### config.mk
export PLATFORM = sky130hd
export DESIGN_NAME = wiper_otp_ctrl
export DESIGN_NICKNAME = d
export VERILOG_FILES = /design/src/rtl/wiper_otp_pkg.sv /design/src/rtl/frame_decode.sv /design/src/rtl/busy_timer.sv /design/src/rtl/otp_bank.sv /design/src/rtl/wiper_otp_ctrl.sv
export SDC_FILE = /design/constraint.sdc
export NUM_CORES = 1
export LEC_CHECK = 0
export BUFFER_PORTS_ARGS = -buffer_cell sky130_fd_sc_hd__buf_2
export CAP_MARGIN = 20
export CORE_MARGIN = 3
export CORE_UTILIZATION = 30
export CTS_BUF_LIST = sky130_fd_sc_hd__clkbuf_4
export DETAILED_ROUTE_END_ITERATION = 7
export GPL_ROUTABILITY_DRIVEN = 1
export SYNTH_ARGS = -nofsm -noshare
export SYNTH_HDL_FRONTEND = slang
export SYNTH_SLANG_ARGS = --single-unit
### constraint.sdc
create_clock -name clk -period 5.8 [get_ports clk]
set_clock_uncertainty 0.1 [all_clocks]
set_input_delay 1.16 -clock clk [delete_from_list [all_inputs] [get_ports clk]]
set_output_delay 1.16 -clock clk [all_outputs]
set_load 0.02 [all_outputs]
### src/rtl/wiper_otp_pkg.sv
// Shared types for the wiper/one-time-store controller.
// Assumes a 16-bit frame: guard[15:14], opcode[13:10], operand[9:0].
package wiper_otp_pkg;
    localparam int CODE_W = 10;
    localparam logic [CODE_W-1:0] MIDSCALE = 10'h200;

    typedef enum logic [3:0] {
        OPC_SET  = 4'h1,
        OPC_RDW  = 4'h2,
        OPC_COMMIT = 4'h3,
        OPC_MRD  = 4'h5,
        OPC_TOL  = 4'h6
    } opcode_t;

    typedef enum logic [2:0] {
        PEND_NONE, PEND_SET, PEND_COMMIT, PEND_MRD, PEND_TOL, PEND_RESTORE
    } pend_t;
endpackage

### src/rtl/frame_decode.sv
// Splits a command frame into a legal-command flag, an opcode and an operand.
// Assumes nothing about timing; purely combinational.
module frame_decode
    import wiper_otp_pkg::*;
(
    input  logic [15:0]       frame,
    output logic              legal,
    output opcode_t           opc,
    output logic [CODE_W-1:0] operand
);
    // Guard bits must be zero and the opcode must be one of the known codes.
    always_comb begin
        opc     = opcode_t'(frame[13:10]);
        operand = frame[CODE_W-1:0];
        legal   = (frame[15:14] == 2'b00) &&
                  (frame[13:10] inside {4'h1, 4'h2, 4'h3, 4'h5, 4'h6});
    end
endmodule

### src/rtl/busy_timer.sv
// Down-counter that marks a busy window of a loaded length.
// Assumes load values are >= 1; reset loads RST_LOAD so power-on is busy.
module busy_timer #(
    parameter int CW       = 8,
    parameter int RST_LOAD = 4
) (
    input  logic          clk,
    input  logic          rst_n,
    input  logic          load,
    input  logic [CW-1:0] load_val,
    output logic          busy,
    output logic          done
);
    logic [CW-1:0] cnt;

    // Count down from the loaded window length to zero.
    always_ff @(posedge clk) begin
        if (!rst_n)       cnt <= CW'(RST_LOAD);
        else if (load)    cnt <= load_val;
        else if (cnt != 0) cnt <= cnt - 1'b1;
    end

    assign busy = (cnt != 0);
    assign done = (cnt == 1) && !load;
endmodule

### src/rtl/otp_bank.sv
// Write-once slot bank modelling the fuse store; slots fill in order.
// Assumes prog_en only when not full; cleared only by power-on reset.
module otp_bank
    import wiper_otp_pkg::*;
#(
    parameter int NSLOT = 50
) (
    input  logic              clk,
    input  logic              rst_n,
    input  logic              prog_en,
    input  logic [CODE_W-1:0] prog_data,
    input  logic [CODE_W-1:0] rd_addr,
    output logic [CODE_W-1:0] rd_data,
    output logic [CODE_W-1:0] last_val,
    output logic              empty,
    output logic              full
);
    localparam int UW = $clog2(NSLOT + 1);

    logic [CODE_W-1:0] slot [NSLOT];
    logic [UW-1:0]     used;

    // Each slot is blown once, at index used, then used advances.
    always_ff @(posedge clk) begin
        if (!rst_n) begin
            used <= '0;
            for (int i = 0; i < NSLOT; i++) slot[i] <= '0;
        end else if (prog_en && !full) begin
            slot[used] <= prog_data;
            used       <= used + 1'b1;
        end
    end

    // Read port and last-committed value.
    always_comb begin
        rd_data  = (int'(rd_addr) < NSLOT) ? slot[rd_addr] : '0;
        last_val = (used != 0) ? slot[used - 1'b1] : MIDSCALE;
        empty    = (used == 0);
        full     = (int'(used) == NSLOT);
    end

    a_r5_used_bound: assert property (@(posedge clk) disable iff (!rst_n)
        int'(used) <= NSLOT);
    a_r5_used_step: assert property (@(posedge clk) disable iff (!rst_n)
        (used == $past(used)) || (used == $past(used) + 1'b1));
endmodule

### src/rtl/wiper_otp_ctrl.sv
// Wiper register and one-time store controller. Accepts frames when idle,
// runs timed operations on a busy timer and commits results at window end.
// Assumes one frame per cycle at most and all timing parameters >= 1.
module wiper_otp_ctrl
    import wiper_otp_pkg::*;
#(
    parameter int NSLOT    = 50,
    parameter int WR_CYC   = 30,
    parameter int PROG_CYC = 17_500_000,
    parameter int MRD_CYC  = 300,
    parameter int RST_CYC  = 30_000,
    parameter int POR_CYC  = 100_000,
    parameter logic [9:0] TOL_WORD = 10'h0F3
) (
    input  logic        clk,
    input  logic        rst_n,
    input  logic        restore_req,
    input  logic        frame_valid,
    input  logic [15:0] frame,
    output logic [9:0]  wiper,
    output logic        busy,
    output logic        resp_valid,
    output logic [9:0]  resp_data,
    output logic        err
);
    function automatic int max5(int a, int b, int c, int d, int e);
        int m = a;
        if (b > m) m = b;
        if (c > m) m = c;
        if (d > m) m = d;
        if (e > m) m = e;
        return m;
    endfunction

    localparam int TMAX = max5(WR_CYC, PROG_CYC, MRD_CYC, RST_CYC, POR_CYC);
    localparam int CW   = $clog2(TMAX + 1);

    logic              legal, accept, tmr_load, tmr_done, prog_en;
    logic              full, empty, reject;
    opcode_t           opc;
    logic [CODE_W-1:0] operand, rd_data, last_val, pend_data;
    logic [CW-1:0]     tmr_val;
    pend_t             pend;

    frame_decode u_dec (.frame(frame), .legal(legal), .opc(opc), .operand(operand));

    busy_timer #(.CW(CW), .RST_LOAD(POR_CYC)) u_tmr (
        .clk(clk), .rst_n(rst_n), .load(tmr_load), .load_val(tmr_val),
        .busy(busy), .done(tmr_done));

    otp_bank #(.NSLOT(NSLOT)) u_bank (
        .clk(clk), .rst_n(rst_n), .prog_en(prog_en), .prog_data(wiper),
        .rd_addr(pend_data), .rd_data(rd_data), .last_val(last_val),
        .empty(empty), .full(full));

    // Frames are taken only when idle and no restore is requested.
    assign accept = frame_valid && legal && !busy && !restore_req;
    assign reject = accept && (opc == OPC_COMMIT) &&
                    (full || (!empty && wiper == last_val));
    assign prog_en = tmr_done && (pend == PEND_COMMIT);

    // Choose whether and how long to open a busy window.
    always_comb begin
        tmr_load = 1'b0;
        tmr_val  = '0;
        if (restore_req) begin
            tmr_load = 1'b1;
            tmr_val  = CW'(RST_CYC);
        end else if (accept) begin
            unique case (opc)
                OPC_SET:    if (!full) begin tmr_load = 1'b1; tmr_val = CW'(WR_CYC); end
                OPC_COMMIT: if (!reject) begin tmr_load = 1'b1; tmr_val = CW'(PROG_CYC); end
                OPC_MRD,
                OPC_TOL:    begin tmr_load = 1'b1; tmr_val = CW'(MRD_CYC); end
                default:    ;
            endcase
        end
    end

    // Record the pending operation and its operand when a window opens.
    always_ff @(posedge clk) begin
        if (!rst_n) begin
            pend      <= PEND_RESTORE;
            pend_data <= '0;
        end else if (restore_req) begin
            pend <= PEND_RESTORE;
        end else if (tmr_load) begin
            pend_data <= operand;
            unique case (opc)
                OPC_SET:    pend <= PEND_SET;
                OPC_COMMIT: pend <= PEND_COMMIT;
                OPC_MRD:    pend <= PEND_MRD;
                default:    pend <= PEND_TOL;
            endcase
        end else if (tmr_done) begin
            pend <= PEND_NONE;
        end
    end

    // Commit wiper updates and responses at the end of a window.
    always_ff @(posedge clk) begin
        if (!rst_n) begin
            wiper      <= MIDSCALE;
            resp_valid <= 1'b0;
            resp_data  <= '0;
        end else begin
            resp_valid <= 1'b0;
            if (accept && opc == OPC_RDW) begin
                resp_valid <= 1'b1;
                resp_data  <= wiper;
            end else if (tmr_done) begin
                unique case (pend)
                    PEND_SET:     wiper <= pend_data;
                    PEND_RESTORE: wiper <= last_val;
                    PEND_MRD:     begin resp_valid <= 1'b1; resp_data <= rd_data; end
                    PEND_TOL:     begin resp_valid <= 1'b1; resp_data <= TOL_WORD; end
                    default:      ;
                endcase
            end
        end
    end

    // Sticky error on a rejected commit.
    always_ff @(posedge clk) begin
        if (!rst_n)      err <= 1'b0;
        else if (reject) err <= 1'b1;
    end

    a_r12_err_sticky: assert property (@(posedge clk) disable iff (!rst_n)
        err |=> err);
    a_r6_err_cause: assert property (@(posedge clk) disable iff (!rst_n)
        $rose(err) |-> $past(frame_valid));
    a_r11_wiper_hold: assert property (@(posedge clk) disable iff (!rst_n)
        (busy && !tmr_done) |=> $stable(wiper));
    a_r4_resp_idle: assert property (@(posedge clk) disable iff (!rst_n)
        resp_valid |-> !busy);
    a_r7_frozen: assert property (@(posedge clk) disable iff (!rst_n)
        (full && !busy && !restore_req) |=> $stable(wiper));
endmodule

==> summary.txt, run 1 <==
GRT
  – GRT overflow: 0
  – M3 GR Usage: around 5.4%
  – Vias in the first global route: 25400
  – Met1 GRT Util: approximately a quarter
  – Largest net degree at the start of global routing: 65
  – GR peak layer: met2
  – Total Routing Usage GR: 19.5%
  – Met2 usage: between 20 and 30%
  – Initial antenna violation count: 7
  – Global-route wire length before repair: 182 mm

Synth
  – Yosys cell types: 85
  – Register area share after synthesis: 56.2%
  – Top cell type's share of synthesized area: 52.3%
  – Most common cell in the synthesized netlist: edfxtp_1
  – Syn nets: about 2700
  – Post-synth top cells: 640 x edfxtp_1, 559 x nor2_1, 352 x mux4_2
  – Yosys top cell by area: edfxtp_1
  – Asr flop ratio synth: 0%
  – Synthesis Warnings: 0
  – Primary FF master, synth: edfxtp_1
  – Post-Syn Instances: 2643
  – Syn avg cell area: 13.9 sq um
  – Post-synth EDFFs: 640
  – Synth top area cells: edfxtp_1 52%, mux4_2 22%, nor2_1 5.7%
  – Seq cells post-synth: 712
  – Syn Std Cell Area: 36800 sq um

Power
  – Pwr Total: 10800 uW
  – VDD IR max: 0.113 mV
  – PD cells: 256 nW/um^2
  – Pleak: about 0.013 uW

Setup path
  – Crit path DAT: 6.26 ns
  – Most frequent CP cell: buf_4
  – Type of origin of the critical path: register
  – CP peak stage delay: 0.63 ns
  – Reg-to-Reg End: u_bank.slot[15][3]
  – Reg2reg path depth: 16
  – Crit Path Max Fanout: 32
  – R2r startpoint: u_bank.used[0]
  – Cells along the critical path: inv_1 -> buf_4 -> ha_4 -> buf_4 -> and2_1 -> a22oi_1 -> a311oi_1 -> o21ai_0 -> and4_1 -> o2111ai_1 -> nor2_2 -> a211o_1 -> buf_4 -> nand4_1 -> buf_4 -> nor2_1
  – Number of buffers and inverters on the critical path: 5
  – Crit Path Class: reg2reg
  – FF-to-FF setup slack: 0.14 ns
  – Delay-heaviest family, CP: compound AO/OA/AOI/OAI gates
  – Crit. End Element: register
  – CP max-delay cell: a311oi_1
  – Worst EP required: 6.40 ns

Timing
  – Post-layout min period: 5.66 ns
  – Max-slew violation count: 0
  – Final Hold Slack: roughly 0.35 ns
  – RSZ-0062 raised after global routing: no
  – Hold Vio Cnt, Final: 0
  – Fmax: 177 MHz
  – Setup TNS: 0 ns
  – Final setup viols: 0
  – Fin worst setup slack: 0.136 ns
  – Fin crit share: 97.7%
  – Slew HR: between 20% and 30%
  – Worst-Margin Slew: 1.10 ns

Clocking
  – CTS Buf Count: around 190
  – H-tree Lvls: 4
  – Clock buffer depth: 3
  – CTS root buf: clkbuf_4
  – Clk Latency, worst-skew pair: between 1 and 1.5 ns
  – Clock sinks: roughly 710
  – Clock slew at reported path FFs: ~0.07 ns
  – CTS tree: built
  – # hold bufs at CTS: 0

Final layout
  – Layout fillers: 11800
  – Design Area, Final: between 40000 and 50000 sq um
  – Layout area overhead: 14.5%
  – Nets: approximately 2800
  – Share of cells above drive strength 1: 32.3%

Detailed routing
  – Routed WL per cell: 27.3 um
  – Via density: ~5.7
  – DRT iter0 DRCs: approximately 3700
  – DRC: 0
  – Via count: 26200
  – First drt pass iteration count: 6
  – ANT nets after route: 0
  – Total routed wirelength: 125 mm

Die
  – I/O pin total: 43
  – Die width: 356 um
  – Die area: roughly 130000 sq um
  – Row Count: 127
  – Initial core utilization: 30.5%
  – Core Area: 121000 sq um
  – Die height: 356 um

Worst hold path
  – Worst Hold Launch: rst_n
  – WHS Path Cells: 2
  – Worst hold path type: in2reg
  – Worst Hold Path EP: u_tmr.cnt[16]

Place
  – Cell area after placement: 39700 sq um
  – Port bufs: 42
  – HPWL after DPL: 85.6 mm
  – RePlAce Congestion: around 1
  – Pre-CTS WS: 0.211 ns

Flow run
  – Max Cap Violations: 0

Outcome
  – Status: finished clean
-- repair_timing --
| action | CTS | global route |
|---|---|---|
| buffers inserted | 0 | 1 |
| resized for setup | 0 | 1 |
| endpoints found under the setup margin | 0 | 82 |
-- report_power, final --
group,internal (uW),switching (uW),total [uW]
clock,2320,2140,4460
combinational,212,262,474
sequential,5740,107,5850
total,8270,2510,10800
-- flip-flops by register name (all words and copies together) (netlist names), named ones only --
| signal | count |
|---|---|
| resp_data | 10 |
| u_bank.used | 6 |
| pend_data | 10 |
| err | 1 |
| resp_valid | 1 |
| u_bank.slot | 640 |
| u_tmr.cnt | 25 |
| wiper | 10 |
| pend | 3 |
-- metal layers --
metal	part of all wire, %	wire, um
met2	45	56800
met4	4.3	5380
met3	12	14400
met5	0.010	13
met1	39	48500
-- per-stage QoR --
stage / cells / util [%]
2_1_floorplan: 2643 / -
4_1_cts: 4571 / 34.8
3_5_place_dp: 4246 / 32.9
3_3_place_gp: 4246 / 32.9
5_1_grt: 4575 / 34.9
6_report: 4579 / 34.9
-- layout by cell type, fill, tap and decap left out, drive strengths merged, types with 16 or more instances in the layout --
master | netlist | layout
nand4 | 26 | 26
a21oi | 39 | 39
buf | 119 | 250
clkinv | 1 | 31
o21ai | 80 | 80
edfxtp | 640 | 640
inv | 17 | 20
nand2 | 169 | 169
dfxtp | 72 | 72
mux4 | 357 | 357
mux2i | 44 | 44
nor2 | 560 | 560
nor3 | 41 | 41
nand3 | 58 | 58
xnor2 | 16 | 16
clkbuf | 139 | 284
and3 | 26 | 26
-- area by class of cell --
| type | count | area (sq um) | share of cell area (%) |
|---|---|---|---|
| sequential | 712 | 20700 | 49.1 |
| multi-input combinational | 1655 | 14900 | 35.4 |
| clock buffer | 284 | 2130 | 5.06 |
| timing repair buffer | 250 | 2050 | 4.87 |
| tap | 1612 | 2020 | 4.79 |
| clock inverter | 41 | 259 | 0.615 |
| inverter | 18 | 67.6 | 0.160 |
| antenna | 7 | 17.5 | 0.0416 |
-- worst max path at each step --
stage,start,end,cells past startpoint
2_1_floorplan,u_bank.used[0],u_bank.slot[50][0],20
3_3_place_gp,u_bank.used[0],u_bank.slot[57][0],16
3_5_place_dp,u_bank.used[0],u_bank.slot[58][5],17
4_1_cts,u_bank.used[0],u_bank.slot[58][0],17
5_1_grt,u_bank.used[0],u_bank.slot[52][4],16
6_report,u_bank.used[0],u_bank.slot[15][3],16
-- kinds of logic (layout without fill, tap and decap cells) --
group	after synthesis	count (layout)	share of synthesized area, %
compound gates	256	256	4.84
xor+xnor	31	31	0.759
fa+ha+maj	6	6	0.204
buf+inv	276	593	3.53
flops	712	712	56.2
mux	415	415	23.5
other cells	0	7	0
simple gates	947	947	11.0
No activity file was read; power rests on OpenSTA's default activity.
==> run 2, diff against run 1 <==
==> constraint.sdc (replaced) <==
create_clock -name clk -period 5.3 [get_ports clk]
set_clock_uncertainty 0.1 [all_clocks]
set_input_delay 1.06 -clock clk [delete_from_list [all_inputs] [get_ports clk]]
set_output_delay 1.06 -clock clk [all_outputs]
set_load 0.02 [all_outputs]
==> run 2 against run 1 <==
  * First-iteration DRC count rose by 4.7%
  * Non-clock buffer count rose by 49
  * Combinational power up 8.9%
  * Largest cell class unchanged
  * Largest power group unchanged
  * Global-route usage is essentially flat
  * Design area grew 1.2%
  * Die area unchanged
  * Sequential cell count unchanged
  * Hold slack lost 0.17 ns
==> summary.txt, run 2 (synthesis results as in run 1) <==
Final layout
  – Top flop regs: u_bank.slot: 640 flops, u_tmr.cnt: 25 flops
  – Commonest non-fill, non-tap cells in the layout: 640 x edfxtp_1, 553 x nor2_1, 352 x mux4_2, 260 x clkbuf_4, 222 x buf_4
  – Reg with most FFs: u_bank.slot
  – Fin cells: 4621
  – Area of the multi-input gates: 15000 sq um
  – Nets: 2893
  – Design Area, Final: 42600 sq um
  – Commonest non-fill, non-tap cell in the layout: edfxtp_1
  – Sequential Area: 20700 sq um
  – Layout fillers: roughly 12000
  – Layout area overhead: 15.8%
  – Share of cells above drive strength 1: 33.2%
  – Largest register FFs: 640

Timing
  – Max-slew violation count: 0
  – Fmax: 190 MHz
  – Post-layout min period: 5.26 ns
  – Final Hold Slack: 0.181 ns
  – Hold Vio Cnt, Final: 0
  – Final setup viols: 0
  – Slew HR: approximately 20%
  – RSZ-0062 raised after global routing: no
  – Fin worst setup slack: 0.0394 ns
  – Worst-Margin Slew: 1.20 ns
  – Fin crit share: 99.3%

Die
  – I/O pin total: 43
  – Core Area: 121000 sq um
  – Row Count: around 130
  – Die area: 127000 sq um
  – Initial core utilization: 30.5%
  – Die height: 356 um
  – Die width: ~360 um

Place
  – HPWL after DPL: 85.2 mm
  – RePlAce Congestion: 0.982
  – Cell area after placement: 40200 sq um
  – Port bufs: 42
  – Pre-CTS WS: 0.0275 ns
  – Dpl cells: 4293

Setup path
  – CP peak stage delay: about 0.61 ns
  – Number of buffers and inverters on the critical path: 5
  – CP max-delay cell: a211oi_1
  – Most frequent CP cell: buf_4
  – Cells along the critical path: inv_1 -> ha_4 -> buf_12 -> buf_4 -> mux4_2 -> nand2_1 -> a21oi_1 -> a211oi_1 -> a21oi_1 -> a31oi_1 -> and3_1 -> and2_4 -> a211o_1 -> nand4_1 -> buf_4 -> nor2_2 -> buf_4
  – Crit Path Max Fanout: 27
  – Type of origin of the critical path: register
  – Worst EP required: 5.93 ns
  – Crit. End Element: register
  – Delay-heaviest family, CP: compound AO/OA/AOI/OAI gates
  – Crit path DAT: 5.89 ns
  – Crit Path Class: reg2reg

Detailed routing
  – First drt pass iteration count: 5
  – Via count: 26400
  – Total routed wirelength: 125 mm
  – Via density: about 5.7
  – DRT iter0 DRCs: 3832
  – Routed WL per cell: 27.0 um
  – DRC: 0
  – ANT nets after route: 0

Flow run
  – Max Cap Violations: 0

GRT
  – Vias in the first global route: ~26000
  – Largest net degree at the start of global routing: 71
  – Initial antenna violation count: 9
  – Global-route wire length before repair: around 180 mm
  – GRT overflow: 0
  – Total Routing Usage GR: 19.5%

Clocking
  – Clock sinks: 712
  – Clock slew at reported path FFs: 0.08 ns
  – CTS Buf Count: 181
  – CTS tree: built
  – Clock buffer depth: 3
  – CTS root buf: clkbuf_4
  – Clk Latency, worst-skew pair: 1.09 ns
  – H-tree Lvls: 4

Outcome
  – Status: finished clean

Power
  – Pwr Total: 11600 uW
  – VDD IR max: between 0.1 and 0.15 mV
  – PD cells: between 200 and 300 nW/um^2
  – Pleak: roughly 0.014 uW

Worst hold path
  – Worst hold path type: in2reg
run 2: changes by cell type in the layout (fill, tap and decap cells not counted), sizes merged:
| cell | previous run | this run |
|---|---|---|
| clkbuf | 284 | 261 |
| clkinv | 31 | 54 |
| diode | 7 | 6 |
| inv | 20 | 22 |
| clkinvlp | 6 | 0 |
| buf | 250 | 297 |
run 2: what timing repair did:
| action | 4_1_cts | 5_1_grt |
|---|---|---|
| endpoints found under the setup margin | 20 | 829 |
| setup buffers | 0 | 1 |
| cloned | 0 | 1 |
| gates resized for setup | 2 | 14 |
| hold buffers | 0 | 0 |
| pin swaps | 0 | 2 |
run 2: final timing paths:
check / start / to / slack (ns) / cells past startpoint
hold / removal: rst_n / u_tmr.cnt[16] / 0.18 / 2
setup / recovery: u_bank.used[0] / u_bank.slot[62][1] / 0.04 / 17
setup reg to reg: u_bank.used[0] / u_bank.slot[62][1] / 0.04 / 17
hold reg to reg: resp_data[2] / resp_data[2] / 0.37 / 1
run 2: routing by layer:
metal,up-vias,GRT usage (%),wire length (um)
met2,1835,29.8,57500
met4,4,8.30,5430
met1,13400,25.9,47700
li1,10800,-,-
met3,304,5.43,14300
met5,-,0,30
run 2: where the power goes:
group	switching (uW)	leakage (uW)	internal, uW	total, uW
clock network	2370	0.00136	2370	4730
logic	280	0.00533	236	516
registers	116	0.00682	6280	6400
total	2760	0.0135	8880	11600
run 2: through the flow:
| stage | TNS [ns] | utilization, % |
|---|---|---|
| floorplan | -14.12 | - |
| global placement | 0 | 33.3 |
| detailed placement | 0 | 33.3 |
| CTS | 0 | 35.2 |
| global route | 0 | 35.3 |
| finish | 0 | 35.3 |
run 2: final cells by class:
class / count / area share (%)
flip-flops and latches: 712 / 48.5
multi-input cells: 1655 / 35.1
repair buffers: 299 / 6.03
well taps: 1612 / 4.73
clock buffers: 259 / 4.56
clock inverters: 60 / 0.825
inverters: 18 / 0.159
diodes: 6 / 0.0352
run 2: worst register-to-register path, delay by kind of cell, from the launching register on:
family	cells	cell delay, ns
AOI/OAI and AO/OA	5	1.55
adders and majority gates	1	0.58
buffers and inverters	5	1.12
DFF	1	0.36
muxes	1	0.33
and+or+nand+nor	5	0.87
